==> config.mk <==
export PLATFORM = sky130hd
export DESIGN_NAME = dmareg_bank
export DESIGN_NICKNAME = d
export VERILOG_FILES = /design/src/rtl/dmareg_pkg.sv /design/src/rtl/dmareg_decode.sv /design/src/rtl/dmareg_chan.sv /design/src/rtl/dmareg_glob.sv /design/src/rtl/dmareg_bank.sv
export SDC_FILE = /design/constraint.sdc
export NUM_CORES = 1
export LEC_CHECK = 0
export CAP_MARGIN = 20
export CELL_PAD_IN_SITES_DETAIL_PLACEMENT = 1
export CELL_PAD_IN_SITES_GLOBAL_PLACEMENT = 1
export CORE_AREA = 2 2 236 238
export CTS_BUF_LIST = sky130_fd_sc_hd__clkbuf_8 sky130_fd_sc_hd__clkbuf_16
export CTS_CLUSTER_SIZE = 28
export DETAILED_ROUTE_END_ITERATION = 8
export DIE_AREA = 0 0 238 240
export DONT_BUFFER_PORTS = 1
export PLACE_DENSITY = 0.75
export REMOVE_ABC_BUFFERS = 1
export SLEW_MARGIN = 20
export SYNTH_ARGS = -nofsm -noshare
export SYNTH_HDL_FRONTEND = slang
export SYNTH_SLANG_ARGS = --single-unit
export TNS_END_PERCENT = 30
==> constraint.sdc <==
create_clock -name clk -period 5.2 [get_ports clk]
set_input_delay 1.3 -clock clk [delete_from_list [all_inputs] [get_ports clk]]
set_output_delay 1.3 -clock clk [all_outputs]
set_load 0.01 [all_outputs]
==> src/rtl/dmareg_pkg.sv <==
package dmareg_pkg;

   typedef enum logic [1:0] {
      FLD_RADDR = 2'd0,
      FLD_WADDR = 2'd1,
      FLD_COUNT = 2'd2,
      FLD_CTRL  = 2'd3
   } fld_e;

   localparam int EN_BIT    = 0;
   localparam int BUSY_BIT  = 26;
   localparam int RDERR_BIT = 29;
   localparam int WRERR_BIT = 30;
   localparam int STORE_W   = 26;

   localparam int WIN_SHIFT  = 6;
   localparam int GLOB_SHIFT = 10;
   localparam int CIDX_W     = GLOB_SHIFT - WIN_SHIFT;
   localparam int MAX_CH     = 1 << CIDX_W;

   // view order: the slot that triggers is always the last one
   function automatic fld_e view_field(input logic [1:0] view, input logic [1:0] slot);
      fld_e f;
      unique case (view)
         2'd0: f = fld_e'(slot);
         2'd1: f = (slot == 2'd0) ? FLD_CTRL : fld_e'(slot - 2'd1);
         2'd2: begin
            unique case (slot)
               2'd0: f = FLD_CTRL;
               2'd1: f = FLD_COUNT;
               2'd2: f = FLD_RADDR;
               default: f = FLD_WADDR;
            endcase
         end
         default: begin
            unique case (slot)
               2'd0: f = FLD_CTRL;
               2'd1: f = FLD_WADDR;
               2'd2: f = FLD_COUNT;
               default: f = FLD_RADDR;
            endcase
         end
      endcase
      return f;
   endfunction

endpackage

==> src/rtl/dmareg_decode.sv <==
module dmareg_decode
   import dmareg_pkg::*;
#(
   parameter int AW  = 12,
   parameter int NCH = 4
) (
   input  logic [AW-1:0]     addr_i,
   output logic              ch_hit_o,
   output logic [CIDX_W-1:0] ch_idx_o,
   output fld_e              fld_o,
   output logic              trig_o,
   output logic              gtrig_hit_o,
   output logic              gabort_hit_o
);
   localparam int RW = AW - GLOB_SHIFT;

   if (AW < GLOB_SHIFT + 1) begin : g_aw_bad
      $error("dmareg_decode: AW must be at least %0d", GLOB_SHIFT + 1);
   end
   if (NCH < 1 || NCH > MAX_CH) begin : g_nch_bad
      $error("dmareg_decode: NCH out of range");
   end

   logic [RW-1:0]         region;
   logic                  aligned;
   logic                  in_chan;
   logic                  in_glob;
   logic [3:0]            word;
   logic [GLOB_SHIFT-3:0] gword;

   assign region  = addr_i[AW-1:GLOB_SHIFT];
   assign aligned = (addr_i[1:0] == 2'b00);
   assign in_chan = aligned && (region == '0);
   assign in_glob = aligned && (region == RW'(1));
   assign word    = addr_i[WIN_SHIFT-1:2];
   assign gword   = addr_i[GLOB_SHIFT-1:2];

   assign ch_idx_o     = addr_i[GLOB_SHIFT-1:WIN_SHIFT];
   assign ch_hit_o     = in_chan && (int'(ch_idx_o) < NCH);
   assign fld_o        = view_field(word[3:2], word[1:0]);
   assign trig_o       = (word[1:0] == 2'b11);
   assign gtrig_hit_o  = in_glob && (gword == '0);
   assign gabort_hit_o = in_glob && (gword == (GLOB_SHIFT-2)'(1));

endmodule

==> src/rtl/dmareg_chan.sv <==
module dmareg_chan
   import dmareg_pkg::*;
#(
   parameter int DW = 32
) (
   input  logic          clk,
   input  logic          rst_n,
   input  logic          wr_i,
   input  fld_e          fld_i,
   input  logic          trig_i,
   input  logic [DW-1:0] wdata_i,
   input  logic          mtrig_i,
   input  logic          busy_i,
   input  logic          rderr_i,
   input  logic          wrerr_i,
   output logic [DW-1:0] raddr_o,
   output logic [DW-1:0] waddr_o,
   output logic [DW-1:0] count_o,
   output logic [DW-1:0] ctrl_o,
   output logic [DW-1:0] rdata_o,
   output logic          start_o
);
   if (DW != 32) begin : g_dw_bad
      $error("dmareg_chan: control layout needs DW of 32");
   end

   logic [DW-1:0]      raddr_q, waddr_q, count_q;
   logic [STORE_W-1:0] cfg_q;
   logic               rderr_q, wrerr_q;
   logic               start_q;
   logic               wr_ctrl;
   logic               en_eff;
   logic               go;

   assign wr_ctrl = wr_i && (fld_i == FLD_CTRL);
   assign en_eff  = wr_ctrl ? wdata_i[EN_BIT] : cfg_q[EN_BIT];
   assign go      = (wr_i && trig_i && en_eff) || (mtrig_i && cfg_q[EN_BIT]);

   always_ff @(posedge clk or negedge rst_n) begin
      if (!rst_n) begin
         raddr_q <= '0;
         waddr_q <= '0;
         count_q <= '0;
         cfg_q   <= '0;
      end else if (wr_i) begin
         unique case (fld_i)
            FLD_RADDR: raddr_q <= wdata_i;
            FLD_WADDR: waddr_q <= wdata_i;
            FLD_COUNT: count_q <= wdata_i;
            default:   cfg_q   <= wdata_i[STORE_W-1:0];
         endcase
      end
   end

   // sticky error bits: a set from the engine wins over a clear
   always_ff @(posedge clk or negedge rst_n) begin
      if (!rst_n) begin
         rderr_q <= 1'b0;
         wrerr_q <= 1'b0;
      end else begin
         rderr_q <= rderr_i || (rderr_q && !(wr_ctrl && wdata_i[RDERR_BIT]));
         wrerr_q <= wrerr_i || (wrerr_q && !(wr_ctrl && wdata_i[WRERR_BIT]));
      end
   end

   always_ff @(posedge clk or negedge rst_n) begin
      if (!rst_n) start_q <= 1'b0;
      else        start_q <= go;
   end

   assign raddr_o = raddr_q;
   assign waddr_o = waddr_q;
   assign count_o = count_q;
   assign ctrl_o  = {1'b0, wrerr_q, rderr_q, 2'b00, busy_i, cfg_q};
   assign start_o = start_q;

   always_comb begin
      unique case (fld_i)
         FLD_RADDR: rdata_o = raddr_q;
         FLD_WADDR: rdata_o = waddr_q;
         FLD_COUNT: rdata_o = count_q;
         default:   rdata_o = ctrl_o;
      endcase
   end


   start_needs_en_chk: assert property (@(posedge clk) disable iff (!rst_n)
      start_o |-> cfg_q[EN_BIT]);

   nontrig_quiet_chk: assert property (@(posedge clk) disable iff (!rst_n)
      (wr_i && !trig_i && !mtrig_i) |=> !start_o);

   rderr_sticky_chk: assert property (@(posedge clk) disable iff (!rst_n)
      rderr_i |=> ctrl_o[RDERR_BIT]);

   wrerr_hold_chk: assert property (@(posedge clk) disable iff (!rst_n)
      (wrerr_q && !wr_ctrl) |=> wrerr_q);

endmodule

==> src/rtl/dmareg_glob.sv <==
module dmareg_glob #(
   parameter int NCH = 4
) (
   input  logic           clk,
   input  logic           rst_n,
   input  logic           trig_wr_i,
   input  logic           abort_wr_i,
   input  logic [NCH-1:0] mask_i,
   input  logic [NCH-1:0] busy_i,
   output logic [NCH-1:0] mtrig_o,
   output logic [NCH-1:0] abort_o,
   output logic [NCH-1:0] pend_o
);
   logic [NCH-1:0] abort_q;
   logic [NCH-1:0] pend_q;

   assign mtrig_o = trig_wr_i ? mask_i : '0;

   for (genvar n = 0; n < NCH; n++) begin : g_ab
      always_ff @(posedge clk or negedge rst_n) begin
         if (!rst_n) begin
            abort_q[n] <= 1'b0;
            pend_q[n]  <= 1'b0;
         end else begin
            abort_q[n] <= abort_wr_i && mask_i[n];
            pend_q[n]  <= (abort_wr_i && mask_i[n]) || (pend_q[n] && busy_i[n]);
         end
      end


      pend_hold_chk: assert property (@(posedge clk) disable iff (!rst_n)
         (pend_q[n] && busy_i[n]) |=> pend_q[n]);

      abort_marks_chk: assert property (@(posedge clk) disable iff (!rst_n)
         abort_q[n] |-> pend_q[n]);
   end

   assign abort_o = abort_q;
   assign pend_o  = pend_q;

endmodule

==> src/rtl/dmareg_bank.sv <==
module dmareg_bank
   import dmareg_pkg::*;
#(
   parameter int AW  = 12,
   parameter int NCH = 4
) (
   input  logic            clk,
   input  logic            rst_n,
   input  logic            bus_we,
   input  logic [AW-1:0]   bus_addr,
   input  logic [31:0]     bus_wdata,
   output logic [31:0]     bus_rdata,
   input  logic [NCH-1:0]  busy_i,
   input  logic [NCH-1:0]  rd_err_i,
   input  logic [NCH-1:0]  wr_err_i,
   output logic [NCH-1:0]  start_o,
   output logic [NCH-1:0]  abort_o,
   output logic [NCH*32-1:0] raddr_o,
   output logic [NCH*32-1:0] waddr_o,
   output logic [NCH*32-1:0] count_o,
   output logic [NCH*32-1:0] ctrl_o
);
   localparam int DW = 32;

   logic              ch_hit;
   logic [CIDX_W-1:0] ch_idx;
   fld_e              fld;
   logic              trig;
   logic              gtrig_hit, gabort_hit;
   logic [NCH-1:0]    mtrig;
   logic [NCH-1:0]    pend;
   logic [DW-1:0]     ch_rd [NCH];

   dmareg_decode #(.AW(AW), .NCH(NCH)) u_dec (
      .addr_i       (bus_addr),
      .ch_hit_o     (ch_hit),
      .ch_idx_o     (ch_idx),
      .fld_o        (fld),
      .trig_o       (trig),
      .gtrig_hit_o  (gtrig_hit),
      .gabort_hit_o (gabort_hit)
   );

   dmareg_glob #(.NCH(NCH)) u_glob (
      .clk        (clk),
      .rst_n      (rst_n),
      .trig_wr_i  (bus_we && gtrig_hit),
      .abort_wr_i (bus_we && gabort_hit),
      .mask_i     (bus_wdata[NCH-1:0]),
      .busy_i     (busy_i),
      .mtrig_o    (mtrig),
      .abort_o    (abort_o),
      .pend_o     (pend)
   );

   for (genvar n = 0; n < NCH; n++) begin : g_ch
      logic wr_n;
      assign wr_n = bus_we && ch_hit && (ch_idx == CIDX_W'(n));

      dmareg_chan #(.DW(DW)) u_ch (
         .clk     (clk),
         .rst_n   (rst_n),
         .wr_i    (wr_n),
         .fld_i   (fld),
         .trig_i  (trig),
         .wdata_i (bus_wdata),
         .mtrig_i (mtrig[n]),
         .busy_i  (busy_i[n]),
         .rderr_i (rd_err_i[n]),
         .wrerr_i (wr_err_i[n]),
         .raddr_o (raddr_o[n*DW +: DW]),
         .waddr_o (waddr_o[n*DW +: DW]),
         .count_o (count_o[n*DW +: DW]),
         .ctrl_o  (ctrl_o[n*DW +: DW]),
         .rdata_o (ch_rd[n]),
         .start_o (start_o[n])
      );


      start_after_write_chk: assert property (@(posedge clk) disable iff (!rst_n)
         start_o[n] |-> $past(bus_we));
   end

   always_comb begin
      bus_rdata = '0;
      for (int n = 0; n < NCH; n++) begin
         if (ch_hit && ch_idx == CIDX_W'(n)) bus_rdata = ch_rd[n];
      end
      if (gabort_hit) bus_rdata = DW'(pend);
   end


   idle_bus_chk: assert property (@(posedge clk) disable iff (!rst_n)
      !$past(bus_we) |-> (abort_o == '0 && start_o == '0));

endmodule

## Word-level counts from Yosys, hierarchy flattened

Cells that the tools add are included.

| storage, ports and cells | value |
|---|---|
| bits in registers | 508 |
| output and inout bits | 552 |
| word-level logic and storage cells | 174 |
| bits of input ports | 59 |

| cells by class | value |
|---|---|
| $lt $le $gt $ge | 1 |
| reduce and logical (&&, ||, !) cells | 104 |
| mux-type cells | 18 |
| add/subtract/negate cells | 1 |
| bitwise logic cells | 1 |
| eq/ne operators | 13 |

Operator list:

| cell | count |
|---|---|
| $pmux W32 S3 | 4 |
| $mux W32 | 5 |
| $logic_and A1 B1 Y1 | 56 |
| $reduce_and A2 Y1 | 16 |
| $pmux W2 S3 | 3 |
| $logic_or A1 B1 Y1 | 16 |
| $eq A2 B2 Y1 const B | 5 |
| $logic_not A2 Y1 | 5 |
| $eq A2 B1 Y1 const B | 4 |
| $eq A4 B2 Y1 const B | 2 |
| $eq A8 B1 Y1 const B | 1 |
| $logic_not A1 Y1 | 8 |
| $logic_not A8 Y1 | 1 |
| $eq A4 B1 Y1 const B | 1 |
| $logic_not A4 Y1 | 1 |
| $lt A4 B3 Y1 const B | 1 |
| $mux W1 | 4 |
| $mux W4 | 1 |
| $reduce_or A3 Y1 | 1 |
| $mux W2 | 1 |
| $sub A2 B1 Y2 const B | 1 |
| $not A1 Y1 | 1 |

## Longest topological paths before layout

| logic depth | value |
|---|---|
| depth in word-level cells | 10 |
| gate-level depth with buffers | 13 |
| gate-level depth less buffers | 9 |

## Modules after synthesis

From an unflattened synthesis, not the netlist that was laid out.

| second synthesis, totals | value |
|---|---|
| cell total of the unflattened synthesis | 1539 |
| area total of the unflattened synthesis | 23771.5 sq um |

By module, submodules not included:

| module | area each (sq um) | times used | cells each |
|---|---|---|---|
| dmareg_chan | 5499.0 | 4 | 326 |
| dmareg_bank | 1234.9 | 1 | 184 |
| dmareg_glob | 290.3 | 1 | 20 |
| dmareg_decode | 250.2 | 1 | 31 |

## Least setup slack after synthesis

OpenSTA, ideal clock, no wires.

| timing path | value |
|---|---|
| path type | in2out |
| start point | in bus_addr[2] |
| end point | out bus_rdata[8] |
| path slack | 406 ps |
| data arrival time | 3494 ps |
| data required time | 3900 ps |
| stages on the path | 11 |
| cell sequence | inv_1 > ha_1 > mux2_2 > o22ai_1 > clkbuf_1 > clkbuf_1 > clkbuf_1 > nand2_1 > nand3_1 > nand3_1 > nor3_1 |

| on the way | value |
|---|---|
| cells in the longest elaborated chain, start to end | 10 |

RTL lines:

| what | line | text |
|---|---|---|
| start: declaration | dmareg_bank.sv:10 | `input logic [AW-1:0] bus_addr,` |
| $sub A2 B1 Y2 (tied with other cells) | dmareg_pkg.sv:26 | `2'd1: f = (slot == 2'd0) ? FLD_CTRL : fld_e'(slot - 2'd1);` |
| $mux W2 (tied with other cells) | dmareg_pkg.sv:26 |  |
| $pmux W2 S3 | dmareg_pkg.sv:24 | `unique case (view)` |
| $eq A2 B2 Y1 (tied with other cells) | dmareg_chan.sv:78 | `unique case (fld_i)` |
| $pmux W32 S3 | dmareg_chan.sv:78 |  |
| $mux W32 (4 in a row) | dmareg_bank.sv:87 | `if (ch_hit && ch_idx == CIDX_W'(n)) bus_rdata = ch_rd[n];` |
| $mux W32 (*) | dmareg_bank.sv:89 | `if (gabort_hit) bus_rdata = DW'(pend);` |
| end: declaration | dmareg_bank.sv:12 | `output logic [31:0] bus_rdata,` |

Mark *: on every way between the ends. The rest lies on a longest branch, timed or not.

## Worst setup path after layout

| timing path | value |
|---|---|
| start point | in bus_addr[3] |
| end point | out bus_rdata[22] |

The elaborated chain is that of the path after synthesis.

==> out/metrics.csv <==
stage;metric;value;unit
clock_network;cts.sinks;508;
setup_path;slowest_delay;0.41;ns
layout;layout-drive-gt1-share;0.347;
global_route;grt.total_usage;0.320;
yosys;yosys_warnings;0;
global_route;met1_usage;0.378;
place;place.gp.congestion;0.923;
drt;wirelength;93200;µm
global_route;grt_start_max_net_pins;509;
place;io_buffers;0;
yosys;ys_ff_latch;508;
setup_path;crit_slowest_cell;o22ai_4;
global_route;use_met3;0.112;
drt;drtIter0Drc;1351;
floorplanning;coreArea;54700;µm²
layout;finalNonFillerCells;2758;
drt;drtAntennaViolNets;0;
setup_path;required;3.90;ns
timing;max_freq;195;MHz
power;irDropWorstVdd;263;µV
floorplanning;fp.dieH;240;µm
clock_network;h-tree-depth;2;
place;hpwl;62400;µm
yosys;synth_cell_types;62;
yosys;ys_seq_area_frac;0.529;
drt;viasPerCell;6.40;
clock_network;cts_buffer_depth;3;
global_route;antenna_found_initial;0;
layout;fill_cells;5578;
yosys;ys.flop_type;dfrtp_1;
global_route;grt_use_met2;0.518;
clock_network;cts_tree;yes;
setup_path;worstPathCellList;inv_1 > ha_1 > nor2b_1 > a211oi_2 > buf_4 > o22ai_4 > buf_12 > nand3_1 > o211ai_1 > a211oi_1 > nor4_1 > buf_4 > buf_4;
yosys;synthAdderAreaFrac;0.00208;
floorplanning;start_util;0.439;
yosys;synthMuxAreaShare;0.272;
clock_network;postCtsSetupBuffers;0;
setup_path;crit_path_end_kind;output pin;
timing;finClkSkew;0.00280;ns
yosys;synth_top_family_by_area;multiplexers;
layout;area_growth;12.5;%
global_route;top_usage_layer;met2;
yosys;synth_compound_area_frac;0.0521;
clock_network;cts_buffers;56;
global_route;grt_pass1_vias;18800;
floorplanning;ioPinCount;611;
layout;final_cell_mix;dfrtp_1, mux2_2, nand2_1;
power;powerDensity;323;nW/µm²
timing;finalCritPeriodShare;0.987;
setup_path;criticalPathCategory;in -> out;
drt;wl_per_cell;33.8;µm
clock_network;clk_transition_reported_paths;0.06;ns
floorplanning;dieArea;57100;µm²
yosys;synth_xor_area_frac;0;
yosys;synthSimpleGateAreaFrac;0.101;
run;drv_cap;0;
yosys;async_flop_share;1.00;
floorplanning;rows;86;
yosys;syn_inst;2025;
timing;min_period;5.13;ns
place;dpl.cell_count;2654;
yosys;syn_area;24000;µm²
power;p_leak;0.0129;µW
drt;drc;0;
yosys;synth_edf_count;0;
drt;drt-pass1-iter-count;5;
clock_network;insertion_delay;0.61;ns
timing;setup_tns;0;ns
layout;antenna_cells;0;
yosys;avgSynthCellArea;11.9;µm²
run_status;outcome;finished, violations left;
drt;num_vias;17700;
timing;worst_pin_slew;3.62;ns
timing;hold_ws;0.387;ns
timing;slew_headroom;-1.41;
setup_path;crit_arrival;3.83;ns
run_status;violations;slew limit;
global_route;grt_overflow_total;0;
setup_path;cp_common_cell;buf_4;
clock_network;cts_root_buffer;clkbuf_16;
setup_path;crit_fanout;35;
timing;drv_slew;418;
timing;finalHoldViolations;0;
timing;setup_viol_count_final;0;
global_route;grt_pass1_wl;134000;µm
layout;layout.nets;2071;
layout;layout_commonest_cell;dfrtp_1;
floorplanning;die_w;238;µm
setup_path;startpoint_type;primary input;
min_path;min_path_type;in -> async;
[layer usage]
| metal | vias to the layer above | share of wire |
|---|---|---|
| met5 | - | 0 |
| li1 | 7082 | - |
| met2 | 995 | 0.47 |
| met1 | 9265 | 0.37 |
| met3 | 314 | 0.10 |
| met4 | 0 | 0.055 |
[stage by stage]
step | instance area, µm² | power [µW] | setup slack, ns | utilization
final | 27000 | 8720 | 0.0668 | 0.494
after global routing | 27000 | 8950 | -0.00838 | 0.494
after floorplan | 23100 | 4500 | -5.81 | -
after global placement | 25100 | 4700 | 0.0684 | 0.459
after CTS | 27000 | 8760 | 0.0233 | 0.494
after detailed placement | 25100 | 4720 | -0.00679 | 0.459
[what timing repair did]
action,in CTS,in global routing
gates resized for setup,1,2
pin swaps,1,0
gates cloned,0,0
hold buffers,0,0
endpoints found under the hold margin,0,0
setup endpoints to repair,2,2
[cell type report]
type / instances / area [µm²] / area share
Multi-Input combinational cell: 1328 / 10500 / 0.387
Tap cell: 704 / 881 / 0.0326
Timing Repair Buffer: 107 / 1030 / 0.0381
Clock buffer: 76 / 1700 / 0.0629
Clock inverter: 28 / 199 / 0.00737
Sequential cell: 508 / 12700 / 0.471
Inverter: 7 / 26.3 / 0.000973
[path summary, 6_finish.rpt]
path	slack [ns]	to	startpoint	cells past startpoint
setup / recovery	0.07	bus_rdata[22]	bus_addr[3]	13
hold / removal	0.39	g_ch[0].u_ch.waddr_o[23]	rst_n	0
setup reg to reg	4.22	g_ch[1].u_ch.count_o[19]	g_ch[1].u_ch.count_o[19]	1
hold reg to reg	0.49	u_glob.pend_o[0]	u_glob.pend_o[0]	1
max in group asynchronous	1.97	g_ch[2].u_ch.count_o[20]	rst_n	0
min in group clk	0.49	u_glob.pend_o[0]	u_glob.pend_o[0]	1
[synthesized netlist by cell type (all sizes together) (3+ instances only)]
master,n,area share
a211oi,10,0.0031
a21o,12,0.0038
a21oi,56,0.012
a22oi,3,0.00094
a31oi,25,0.0065
and3,10,0.0026
buf,100,0.027
clkbuf,93,0.015
dfrtp,508,0.53
ha,4,0.0021
inv,7,0.0011
mux2,487,0.23
mux2i,76,0.032
mux4,8,0.0075
nand2,316,0.049
nand3,138,0.029
nor2,39,0.0084
nor2b,4,0.0010
nor3,27,0.0060
nor4,3,0.00078
o211ai,4,0.0013
o21ai,24,0.0050
o221ai,17,0.0062
o22ai,18,0.0047
o2bb2ai,4,0.0015
o311ai,5,0.0018
o32ai,3,0.0011
[state kept, by name, indices dropped and copies added, names as in the netlist]
register and count:
g_ch.u_ch.count_o 128, u_glob.abort_o 4, g_ch.u_ch.rderr_q 4, g_ch.u_ch.wrerr_q 4, g_ch.u_ch.start_o 4, g_ch.u_ch.cfg_q 104
g_ch.u_ch.raddr_o 128, g_ch.u_ch.waddr_o 128, u_glob.pend_o 4
[worst max-delay path: cells and delay by family]
| kind | cells | cell delay [ns] |
|---|---|---|
| AND/OR/NAND/NOR | 3 | 0.71 |
| AO/OA/AOI/OAI | 4 | 0.74 |
| adder cells (fa/ha/maj) | 1 | 0.24 |
| buffers and inverters | 5 | 0.80 |
[cells by family after synthesis]
kind of cell,Yosys count
AOI/OAI and AO/OA,193
buffers and inverters,200
DFF,508
muxes,571
and+or+nand+nor,548
adders and majority gates,4
other,1
[power breakdown]
part | switching [µW] | internal [µW] | total (µW)
clock network | 1690 | 2370 | 4060
logic | 324 | 196 | 520
registers | 123 | 4020 | 4140
No activity file was read; power rests on OpenSTA's default activity.
